## config.mk

```make
export PLATFORM = sky130hd
export DESIGN_NAME = pwm4_ctrl
export DESIGN_NICKNAME = d
export VERILOG_FILES = /design/src/rtl/pwm4_pkg.sv /design/src/rtl/pwm4_chan.sv /design/src/rtl/pwm4_evt.sv /design/src/rtl/pwm4_ctrl.sv
export SDC_FILE = /design/constraint.sdc
export NUM_CORES = 1
export LEC_CHECK = 0
export BUFFER_PORTS_ARGS = -buffer_cell sky130_fd_sc_hd__buf_4
export CELL_PAD_IN_SITES_DETAIL_PLACEMENT = 0
export CELL_PAD_IN_SITES_GLOBAL_PLACEMENT = 2
export CORE_ASPECT_RATIO = 1.1
export CORE_MARGIN = 1
export CORE_UTILIZATION = 37
export DETAILED_ROUTE_END_ITERATION = 10
export PLACE_DENSITY = 0.8
export SLEW_MARGIN = 25
export SYNTH_ARGS = -nofsm -noshare
export SYNTH_HDL_FRONTEND = slang
export SYNTH_HIERARCHICAL = 1
export SYNTH_SLANG_ARGS = --single-unit
```

## constraint.sdc

```tcl
create_clock -name clk -period 3.64 [get_ports clk]
set_clock_uncertainty 0.1 [all_clocks]
set_input_delay 0.728 -clock clk [delete_from_list [all_inputs] [get_ports clk]]
set_output_delay 0.728 -clock clk [all_outputs]
set_load 0.01 [all_outputs]
```

## src/rtl/pwm4_pkg.sv

```systemverilog
package pwm4_pkg;
  localparam int BUS_W  = 32;
  localparam int PRES_W = 4;
  localparam int POL_BIT = 9;
  localparam int SEL_BIT = 10;

  localparam logic [2:0] CW_MODE = 3'd0;
  localparam logic [2:0] CW_DUTY = 3'd1;
  localparam logic [2:0] CW_DUPD = 3'd2;
  localparam logic [2:0] CW_PRD  = 3'd3;
  localparam logic [2:0] CW_PUPD = 3'd4;

  localparam logic [6:0] GW_ENA  = 7'd1;
  localparam logic [6:0] GW_DIS  = 7'd2;
  localparam logic [6:0] GW_STAT = 7'd3;
  localparam logic [6:0] GW_EVT  = 7'd7;

  typedef struct packed {
    logic              sel;
    logic              pol;
    logic [PRES_W-1:0] pres;
  } mode_t;
endpackage

```

## src/rtl/pwm4_chan.sv

```systemverilog
module pwm4_chan
  import pwm4_pkg::*;
#(
  parameter int DW = 16
) (
  input  logic             clk,
  input  logic             rst,
  input  logic             en_i,
  input  logic             wr_mode_i,
  input  logic             wr_duty_i,
  input  logic             wr_prd_i,
  input  logic             wr_dupd_i,
  input  logic             wr_pupd_i,
  input  logic [BUS_W-1:0] wdata_i,
  output mode_t            mode_o,
  output logic [DW-1:0]    duty_o,
  output logic [DW-1:0]    period_o,
  output logic             wrap_o,
  output logic             pwm_o
);
  localparam int PCNT_W = 1 << PRES_W;

  mode_t             mode_q;
  logic [DW-1:0]     duty_q, prd_q, pduty_q, pprd_q, cnt_q;
  logic [PCNT_W-1:0] pcnt_q;
  logic              out_q;

  logic [PCNT_W-1:0] mask;
  logic              tick, wrap;
  logic [DW-1:0]     data;
  logic              to_duty, to_prd;
  logic              unused_bits;

  assign data        = wdata_i[DW-1:0];
  assign unused_bits = ^{wdata_i[BUS_W-1:DW]};
  assign mask        = (PCNT_W'(1) << mode_q.pres) - PCNT_W'(1);
  assign tick        = (pcnt_q & mask) == mask;
  assign wrap        = en_i && tick && (({1'b0, cnt_q} + (DW+1)'(1)) >= {1'b0, prd_q});
  assign to_duty     = wr_dupd_i && !mode_q.sel;
  assign to_prd      = wr_pupd_i || (wr_dupd_i && mode_q.sel);

  always_ff @(posedge clk) begin
    if (rst) begin
      mode_q  <= '0;
      duty_q  <= '0;
      prd_q   <= '0;
      pduty_q <= '0;
      pprd_q  <= '0;
      cnt_q   <= '0;
      pcnt_q  <= '0;
      out_q   <= 1'b0;
    end else begin
      out_q <= en_i ? (mode_q.pol ^ (cnt_q >= duty_q)) : mode_q.pol;
      if (wr_mode_i) begin
        mode_q.pres <= wdata_i[PRES_W-1:0];
        mode_q.pol  <= wdata_i[POL_BIT];
        mode_q.sel  <= wdata_i[SEL_BIT];
      end
      if (!en_i) begin
        cnt_q  <= '0;
        pcnt_q <= '0;
        if (wr_duty_i || to_duty) begin
          duty_q  <= data;
          pduty_q <= data;
        end
        if (wr_prd_i || to_prd) begin
          prd_q  <= data;
          pprd_q <= data;
        end
      end else begin
        pcnt_q <= pcnt_q + PCNT_W'(1);
        if (to_duty) pduty_q <= data;
        if (to_prd)  pprd_q  <= data;
        if (tick) begin
          if (wrap) begin
            cnt_q  <= '0;
            duty_q <= pduty_q;
            prd_q  <= pprd_q;
          end else begin
            cnt_q <= cnt_q + DW'(1);
          end
        end
      end
    end
  end

  assign mode_o   = mode_q;
  assign duty_o   = duty_q;
  assign period_o = prd_q;
  assign wrap_o   = wrap;
  assign pwm_o    = out_q;

  // Counter always stays inside the active period window
  assert_cnt_bound_R5: assert property (@(posedge clk) disable iff (rst)
    (prd_q != '0) |-> (cnt_q < prd_q));

  // Active duty of a running channel changes only at a wrap
  assert_duty_hold_R9: assert property (@(posedge clk) disable iff (rst)
    (en_i && !wrap) |=> $stable(duty_q));

  // A stopped channel drives its idle level
  assert_idle_level_R7: assert property (@(posedge clk) disable iff (rst)
    !en_i |=> (pwm_o == $past(mode_q.pol)));

  // Prescaled stepping: counter moves only on a tick
  assert_step_on_tick_R6: assert property (@(posedge clk) disable iff (rst)
    (en_i && !tick) |=> $stable(cnt_q));
endmodule

```

## src/rtl/pwm4_evt.sv

```systemverilog
module pwm4_evt #(
  parameter int NCH = 4
) (
  input  logic           clk,
  input  logic           rst,
  input  logic [NCH-1:0] set_i,
  input  logic           clr_i,
  output logic [NCH-1:0] pend_o
);
  logic [NCH-1:0] pend_q;

  always_ff @(posedge clk) begin
    if (rst) pend_q <= '0;
    else     pend_q <= (clr_i ? '0 : pend_q) | set_i;
  end

  assign pend_o = pend_q;

  // Read clears everything except wraps landing in the same cycle
  assert_clear_on_read_R10: assert property (@(posedge clk) disable iff (rst)
    clr_i |=> (pend_o == $past(set_i)));

  // Without a read, pending flags are sticky
  assert_sticky_R10: assert property (@(posedge clk) disable iff (rst)
    !clr_i |=> ((pend_o & $past(pend_o)) == $past(pend_o)));
endmodule

```

## src/rtl/pwm4_ctrl.sv

```systemverilog
module pwm4_ctrl
  import pwm4_pkg::*;
#(
  parameter int NCH    = 4,
  parameter int DW     = 16,
  parameter int ADDR_W = 12
) (
  input  logic              clk,
  input  logic              rst,
  input  logic              bus_wr,
  input  logic              bus_rd,
  input  logic [ADDR_W-1:0] bus_addr,
  input  logic [31:0]       bus_wdata,
  output logic [31:0]       bus_rdata,
  output logic [NCH-1:0]    pwm_out
);
  localparam int HI_W = ADDR_W - 9;

  logic           is_glob, is_chan;
  logic [3:0]     ch_idx;
  logic [6:0]     gword;
  logic [2:0]     cword;
  logic           unused_addr;
  logic [NCH-1:0] en_q;
  logic [NCH-1:0] wraps, pend;
  logic           evt_rd;
  logic [31:0]    rd_mux;

  mode_t         ch_mode [NCH];
  logic [DW-1:0] ch_duty [NCH];
  logic [DW-1:0] ch_prd  [NCH];

  assign is_glob     = bus_addr[ADDR_W-1:9] == '0;
  assign is_chan     = (bus_addr[ADDR_W-1:9] == HI_W'(1)) && (bus_addr[8:5] < 4'(NCH));
  assign ch_idx      = bus_addr[8:5];
  assign gword       = bus_addr[8:2];
  assign cword       = bus_addr[4:2];
  assign unused_addr = ^bus_addr[1:0];
  assign evt_rd      = bus_rd && is_glob && (gword == GW_EVT);

  always_ff @(posedge clk) begin
    if (rst) begin
      en_q <= '0;
    end else if (bus_wr && is_glob) begin
      if (gword == GW_ENA) en_q <= en_q | bus_wdata[NCH-1:0];
      if (gword == GW_DIS) en_q <= en_q & ~bus_wdata[NCH-1:0];
    end
  end

  for (genvar c = 0; c < NCH; c++) begin : g_ch
    logic sel_c;
    assign sel_c = bus_wr && is_chan && (ch_idx == 4'(c));
    pwm4_chan #(.DW(DW)) chan_i (
      .clk       (clk),
      .rst       (rst),
      .en_i      (en_q[c]),
      .wr_mode_i (sel_c && (cword == CW_MODE)),
      .wr_duty_i (sel_c && (cword == CW_DUTY)),
      .wr_prd_i  (sel_c && (cword == CW_PRD)),
      .wr_dupd_i (sel_c && (cword == CW_DUPD)),
      .wr_pupd_i (sel_c && (cword == CW_PUPD)),
      .wdata_i   (bus_wdata),
      .mode_o    (ch_mode[c]),
      .duty_o    (ch_duty[c]),
      .period_o  (ch_prd[c]),
      .wrap_o    (wraps[c]),
      .pwm_o     (pwm_out[c])
    );
  end

  pwm4_evt #(.NCH(NCH)) evt_i (
    .clk    (clk),
    .rst    (rst),
    .set_i  (wraps),
    .clr_i  (evt_rd),
    .pend_o (pend)
  );

  always_comb begin
    rd_mux = '0;
    if (is_glob) begin
      if (gword == GW_STAT) rd_mux[NCH-1:0] = en_q;
      if (gword == GW_EVT)  rd_mux[NCH-1:0] = pend;
    end else if (is_chan) begin
      for (int c = 0; c < NCH; c++) begin
        if (ch_idx == 4'(c)) begin
          case (cword)
            CW_MODE: begin
              rd_mux[PRES_W-1:0] = ch_mode[c].pres;
              rd_mux[POL_BIT]    = ch_mode[c].pol;
              rd_mux[SEL_BIT]    = ch_mode[c].sel;
            end
            CW_DUTY: rd_mux[DW-1:0] = ch_duty[c];
            CW_PRD:  rd_mux[DW-1:0] = ch_prd[c];
            default: rd_mux = '0;
          endcase
        end
      end
    end
  end

  always_ff @(posedge clk) begin
    if (rst)         bus_rdata <= '0;
    else if (bus_rd) bus_rdata <= rd_mux;
  end

  // Write-one start never drops a requested channel
  assert_start_R2: assert property (@(posedge clk) disable iff (rst)
    (bus_wr && is_glob && gword == GW_ENA) |=>
      ((en_q & $past(bus_wdata[NCH-1:0])) == $past(bus_wdata[NCH-1:0])));

  // Write-one stop clears every requested channel
  assert_stop_R2: assert property (@(posedge clk) disable iff (rst)
    (bus_wr && is_glob && gword == GW_DIS) |=>
      ((en_q & $past(bus_wdata[NCH-1:0])) == '0));

  // Unselected reads leave read data untouched
  assert_rdata_hold_R3: assert property (@(posedge clk) disable iff (rst)
    !bus_rd |=> $stable(bus_rdata));
endmodule

```

==> results.py, run 1 <==
metrics = {
    "placement": {
        "dp_hpwl_mm": 53.8,
        "numPortBuffers": 49,
        "placedCellCount": 3606,
        "routabilityCongestion": 0.884,
        "dpl-instance-area_um2": 27000,
    },
    "grt": {
        "grt_pass1_wl_mm": 115,
        "antenna_found_initial": 3,
        "grt_max_degree": 62,
        "track_usage_pct": 20.9,
        "grt-ovfl-total": 0,
        "grt_pass1_vias": 20000,
    },
    "cts": {
        "clock-sinks": 432,
        "h-tree-depth": 2,
        "numCtsBuffers": 52,
        "path_clk_slew_ns": 0.06,
        "cts_buffer_depth": 3,
        "cts_tree": "done",
        "cts.root.buffer_cell": "clkbuf_16",
        "ctsHoldBuffers": 0,
        "clk_latency_ns": 0.62,
    },
    "setup_path": {
        "cp_top_family": "compound AO/OA/AOI/OAI gates",
        "cp_max_fo": 13,
        "crit_arrival_ns": 3.86,
        "startpoint_type": "register",
        "cp_common_cell": "a211oi_1",
        "endpoint_kind": "register",
        "slowest_stage": "dfxtp_1",
        "cp_num_buf_inv": 1,
        "crit_chain": "nand4_1, or2_2, nor2_1, xor2_2, ha_1, nand3_1, nor4_1, a221oi_2, o2111ai_4, a21oi_4, buf_12, a211oi_1, a211oi_1",
        "setup.worst_path.class": "register to register",
        "slowest_delay_ns": 0.46,
        "required_ns": 4.05,
    },
    "synthesis": {
        "yosysSeqAreaShare_pct": 33.7,
        "synth.most_common_cell": "dfxtp_1",
        "synth_compound_area_share_pct": 23.0,
        "synth_ff_type": "dfxtp_1",
        "synthSimpleGateAreaFrac_pct": 16.2,
        "synth_xor_area_share_pct": 3.54,
        "synth_area_leaders": "dfxtp_1 (34%), a211oi_2 (11%), mux2i_1 (7.2%)",
        "netlist_area_um2": 25700,
        "synth_top_cell_by_area": "dfxtp_1",
        "synth_top_area_share_pct": 33.7,
        "synthAdderAreaFrac_pct": 6.82,
        "synth_mux_area_share_pct": 9.27,
        "ys_seq_elements": 432,
        "syn_avg_cell_area_um2": 9.52,
        "async_flop_share_pct": 0,
        "synth-edff-count": 0,
        "synth_common_cells": "dfxtp_1 (432), nor2_1 (362), a211oi_2 (236), mux2i_1 (185), inv_1 (168)",
        "yosysWarnings": 6,
        "synth_top_family_by_area": "compound AO/OA/AOI/OAI gates",
        "synth_cells": 2699,
        "synthDistinctLibCells": 81,
    },
    "hold_path": {
        "hold_path_class": "register to register",
    },
    "final_layout": {
        "final_cells": 3719,
        "n_fill_cell": 6586,
        "multi_input_area_um2": 15300,
        "drive_gt1_share_pct": 22.9,
        "stdcell_area_um2": 29200,
        "area_growth_pct": 13.5,
        "fin_nets": 2946,
        "regArea_um2": 8660,
    },
    "floorplan": {
        "rows": 100,
        "start_util_pct": 37.7,
        "coreArea_um2": 68200,
        "die_w_um": 253,
        "die-area_um2": 70500,
        "pin_count": 84,
        "die_y_um": 278,
    },
    "timing": {
        "period_needed_ns": 3.45,
        "hold_ws_ns": 0.350,
        "relSlewSlack_pct": 35.3,
        "tightest_slew_ns": 0.967,
        "max_freq_ghz": 0.290,
        "maxSlewViolCount": 0,
        "finalSetupViolations": 0,
        "hold_violations": 0,
        "finalCritPeriodShare_pct": 94.8,
    },
    "power": {
        "vdd_drop_max_v": 0.000362,
        "power.leakage_nw": 10.1,
        "powerDensity_nw_per_um2": 370,
    },
    "route": {
        "antenna_left": 0,
        "drt_iter0_markers": 1112,
        "firstDrtPassIters": 7,
        "drt-total-wl_mm": 75.2,
        "drc_errors": 0,
        "vias": 20000,
        "wl_per_cell_um": 20.2,
        "viasPerCell": 5.39,
    },
    "status": {
        "outcome": "finished, final reports clean",
    },
    "job": {
        "drv.max_cap_violation_count": 0,
    },
}
[area by class of cell]
type | count | area share (%)
flip-flops and latches | 432 | 29.7
clock buffers | 71 | 5.19
repair buffers | 176 | 5.54
clock inverters | 25 | 1.20
well taps | 918 | 3.94
inverters | 168 | 2.16
multi-input cells | 1928 | 52.3
diodes | 1 | 0.00858
[repair_timing]
action / in CTS / in global routing
endpoints found under the setup margin: 36 / 184
hold endpoints to repair: 0 / 0
buffers inserted: 2 / 10
gates resized for setup: 1 / 16
cloned: 0 / 4
pin swaps: 1 / 12
[power breakdown]
part | internal, mW | leakage (nW) | total [mW] | switching (mW)
Clock | 3.47 | 0.913 | 5.66 | 2.19
Sequential | 4.73 | 3.48 | 4.74 | 0.00494
Combinational | 0.110 | 5.68 | 0.402 | 0.292
Total | 8.32 | 10.1 | 10.8 | 2.49
[flip-flops by register name, summed over array words and instances (netlist names), named ones only]
register	flops
g_ch.chan_i/duty_o	64
g_ch.chan_i/pcnt_q	60
evt_i/pend_o	4
g_ch.chan_i/mode_o	24
g_ch.chan_i/pduty_q	64
g_ch.chan_i/period_o	64
g_ch.chan_i/pprd_q	64
g_ch.chan_i/pwm_o	4
g_ch.chan_i/cnt_q	64
bus_rdata	16
[routing by layer]
layer	track usage, %	vias up	routed length, um
met1	26.9	9724	33700
met4	7.37	4	2500
met5	0	-	25
li1	-	9769	-
met2	34.9	398	35500
met3	3.75	135	3500
[stage by stage]
step                TNS [ns]  setup WS [ns]  utilization [%]  power, mW
global route         -0.0199       -0.00923             42.8       11.2
floorplan                  0          0.228                -       5.08
detailed placement    -0.639        -0.0670             39.6       5.23
global placement           0         0.0383             39.6       5.23
CTS                        0        0.00217             42.3       10.9
finish                     0          0.190             42.8       10.8
[cells in the final DEF, fill, tap and decap left out, drive strengths merged, types with 9 or more instances in the layout]
master / n
nor2b: 66
clkinv: 10
a22oi: 53
dfxtp: 432
conb: 16
xor2: 56
a21oi: 99
nor4: 14
a2111oi: 15
nand3: 33
a41oi: 12
o32ai: 9
ha: 140
mux4: 20
mux2i: 185
or3: 14
nand2b: 25
nand2: 120
nor2: 366
o2111ai: 13
and2: 20
nor4b: 12
clkbuf: 75
buf: 172
and2b: 12
a221oi: 10
or2: 13
a21o: 28
nand4: 56
inv: 171
and4: 16
nor3: 35
o21ai: 75
xnor2: 48
a211oi: 262
[final timing paths]
path | startpoint | endpoint | slack, ns | cells past startpoint
worst max register to register | g_ch[3].chan_i/cnt_q[6]$_SDFFE_PP0N_ | g_ch[3].chan_i/duty_o[12]$_SDFFE_PP0P_ | 0.19 | 13
worst min register to register | bus_rdata[15]$_SDFFE_PP0P_ | bus_rdata[15]$_SDFFE_PP0P_ | 0.35 | 2
worst min-delay path | bus_rdata[15]$_SDFFE_PP0P_ | bus_rdata[15]$_SDFFE_PP0P_ | 0.35 | 2
worst max-delay path | g_ch[3].chan_i/cnt_q[6]$_SDFFE_PP0N_ | g_ch[3].chan_i/duty_o[12]$_SDFFE_PP0P_ | 0.19 | 13
[worst reg2reg max path, cell delays in order, from the launching register on]
cell       delay (ns)
dfxtp_1          0.46
nand4_1          0.16
or2_2            0.39
nor2_1           0.20
xor2_2           0.22
ha_1             0.28
nand3_1          0.13
nor4_1           0.08
a221oi_2         0.29
o2111ai_4        0.26
a21oi_4          0.30
buf_12           0.20
a211oi_1         0.07
a211oi_1         0.23
[logic make-up after synthesis]
kind of cell,Yosys count
AND/OR/NAND/NOR,828
AO/OA/AOI/OAI,628
flip-flops,432
buffers and inverters,354
multiplexers,212
adder cells (fa/ha/maj),140
XOR/XNOR,104
other,1
Note: power is estimated with default switching activity, not from simulation.
==> inputs of run 2 (changes only) <==
==> constraint.sdc (replaced) <==
create_clock -name clk -period 3.64 [get_ports clk]
set_clock_uncertainty 0.1 [all_clocks]
set_input_delay 1.092 -clock clk [delete_from_list [all_inputs] [get_ports clk]]
set_output_delay 1.092 -clock clk [all_outputs]
set_load 0.01 [all_outputs]
==> results.py, run 2 (synthesis results as in run 1) <==
metrics = {
    "status": {
        "outcome": "finished, final reports clean",
    },
    "cts": {
        "cts_buffer_depth": 3,
        "clk_latency_ns": 0.61,
        "numCtsBuffers": 51,
        "path_clk_slew_ns": 0.06,
        "h-tree-depth": 2,
        "cts_tree": "done",
        "ctsHoldBuffers": 0,
        "clock-sinks": 432,
        "cts.root.buffer_cell": "clkbuf_16",
    },
    "floorplan": {
        "start_util_pct": 37.7,
        "die_w_um": 253,
        "pin_count": 84,
        "die_y_um": 278,
        "die-area_um2": 70500,
        "rows": 100,
        "coreArea_um2": 68200,
    },
    "route": {
        "drt_iter0_markers": 1102,
        "antenna_left": 0,
        "vias": 20500,
        "dr_wl_met2_mm": 35.8,
        "dr_wl_met3_mm": 3.74,
        "met1_length_mm": 33.3,
        "drt-total-wl_mm": 75.1,
        "maxUsedRoutingLayer": "met5",
        "viasPerCell": 5.28,
        "drc_errors": 0,
        "firstDrtPassIters": 6,
        "wl_per_cell_um": 19.3,
    },
    "final_layout": {
        "final_cells": 3888,
        "diodes": 0,
        "n_fill_cell": 6493,
        "fin_nets": 3120,
        "drive_gt1_share_pct": 27.3,
        "final_common_cell": "dfxtp_1",
        "regArea_um2": 8650,
        "area_growth_pct": 18.3,
        "final_cell_mix": "dfxtp_1 (427), nor2_1 (355), buf_4 (326)",
        "multi_input_area_um2": 15300,
    },
    "setup_path": {
        "required_ns": 4.05,
        "endpoint_kind": "register",
        "crit_arrival_ns": 3.86,
        "slowest_stage": "a2111oi_4",
        "cp_max_fo": 19,
        "crit_chain": "ha_1, nand4_1, buf_4, nor2_1, xor2_1, ha_1, nand4_1, nor3_1, a2111oi_4, o2111ai_4, a21oi_4, buf_16, buf_8, a211oi_2, a211oi_2",
        "startpoint_type": "register",
        "slowest_delay_ns": 0.40,
        "setup.worst_path.class": "register to register",
    },
    "grt": {
        "track_usage_pct": 21.2,
        "grt-ovfl-total": 0,
        "antenna_found_initial": 4,
        "grt_pass1_wl_mm": 117,
        "grt_pass1_vias": 20300,
        "grt_max_degree": 77,
    },
    "hold_path": {
        "hold_path_class": "register to register",
    },
    "timing": {
        "finalSetupViolations": 0,
        "max_freq_ghz": 0.290,
        "maxSlewViolCount": 0,
        "tightest_slew_ns": 0.937,
        "layout_setup_ws_ns": 0.193,
        "period_needed_ns": 3.45,
        "hold_violations": 0,
        "finalCritPeriodShare_pct": 94.7,
        "rsz0062_at_grt": "yes",
        "fin_setup_tns_ns": 0,
        "relSlewSlack_pct": 37.3,
    },
    "power": {
        "finalPower_mw": 10.4,
        "vdd_drop_max_v": 0.000339,
        "powerDensity_nw_per_um2": 342,
        "power.leakage_nw": 10.9,
    },
    "placement": {
        "dp_hpwl_mm": 55.0,
        "numPortBuffers": 49,
        "preCtsSetupSlack_ns": -0.220,
        "placedCellCount": 3772,
        "routabilityCongestion": 0.931,
    },
    "job": {
        "drv.max_cap_violation_count": 0,
    },
}
## run 2: cell types whose count changed in the layout (fill, tap and decap cells not counted), sizes merged
cell      change
buf         +177
clkinvlp      -4
clkbuf        +3
diode         -1
bufinv        -5
inv           -3
clkinv        +2
## run 2: timing repair
item,in CTS,in global routing
resized for setup,0,23
setup buffers,7,21
setup endpoints to repair,42,129
pin swaps,6,29
## run 2: final cells by class
cell class | count | area share (%)
multi-input combinational | 1928 | 50.2
sequential | 432 | 28.5
timing repair buffer | 351 | 9.84
clock buffer | 76 | 5.11
tap | 918 | 3.78
inverter | 168 | 2.07
clock inverter | 15 | 0.494
## run 2: worst max-delay path, delay by kind of cell, from the launching register on
kind,cells,cell delay [ns]
AO/OA/AOI/OAI,5,1.11
buffers and inverters,3,0.55
AND/OR/NAND/NOR,4,0.51
adder cells (fa/ha/maj),2,0.47
flip-flops,1,0.35
XOR/XNOR,1,0.27
## run 2: metal layers
metal	vias to the layer above	track usage, %
met5	-	0
met1	9911	27.2
li1	10100	-
met2	386	35.8
met3	110	3.72
met4	4	6.68
## run 2: report_power, final
group / switching (mW) / internal (mW) / leakage, nW / total, mW
clock network: 2.10 / 3.14 / 0.854 / 5.24
logic: 0.295 / 0.123 / 6.56 / 0.418
registers: 0.00508 / 4.73 / 3.48 / 4.74
total: 2.41 / 7.99 / 10.9 / 10.4
## run 2: per-stage QoR
| stage | hold WS, ns | cell area [um^2] | utilization, % |
|---|---|---|---|
| after floorplan | 0.344 | 25800 | - |
| after global placement | 0.343 | 28100 | 41.2 |
| after detailed placement | 0.343 | 28400 | 41.6 |
| after CTS | 0.352 | 30200 | 44.2 |
| after global routing | 0.380 | 30400 | 44.6 |
| final | 0.351 | 30400 | 44.6 |
## run 2: final timing paths
| kind | start | end | slack [ns] | cells past startpoint |
|---|---|---|---|---|
| hold / removal | bus_rdata[11]$_SDFFE_PP0P_ | bus_rdata[11]$_SDFFE_PP0P_ | 0.35 | 2 |
| setup / recovery | g_ch[3].chan_i/cnt_q[1]$_SDFFE_PP0N_ | g_ch[3].chan_i/period_o[4]$_SDFFE_PP0P_ | 0.19 | 15 |
| setup reg to reg | g_ch[3].chan_i/cnt_q[1]$_SDFFE_PP0N_ | g_ch[3].chan_i/period_o[4]$_SDFFE_PP0P_ | 0.19 | 15 |
| hold reg to reg | bus_rdata[11]$_SDFFE_PP0P_ | bus_rdata[11]$_SDFFE_PP0P_ | 0.35 | 2 |
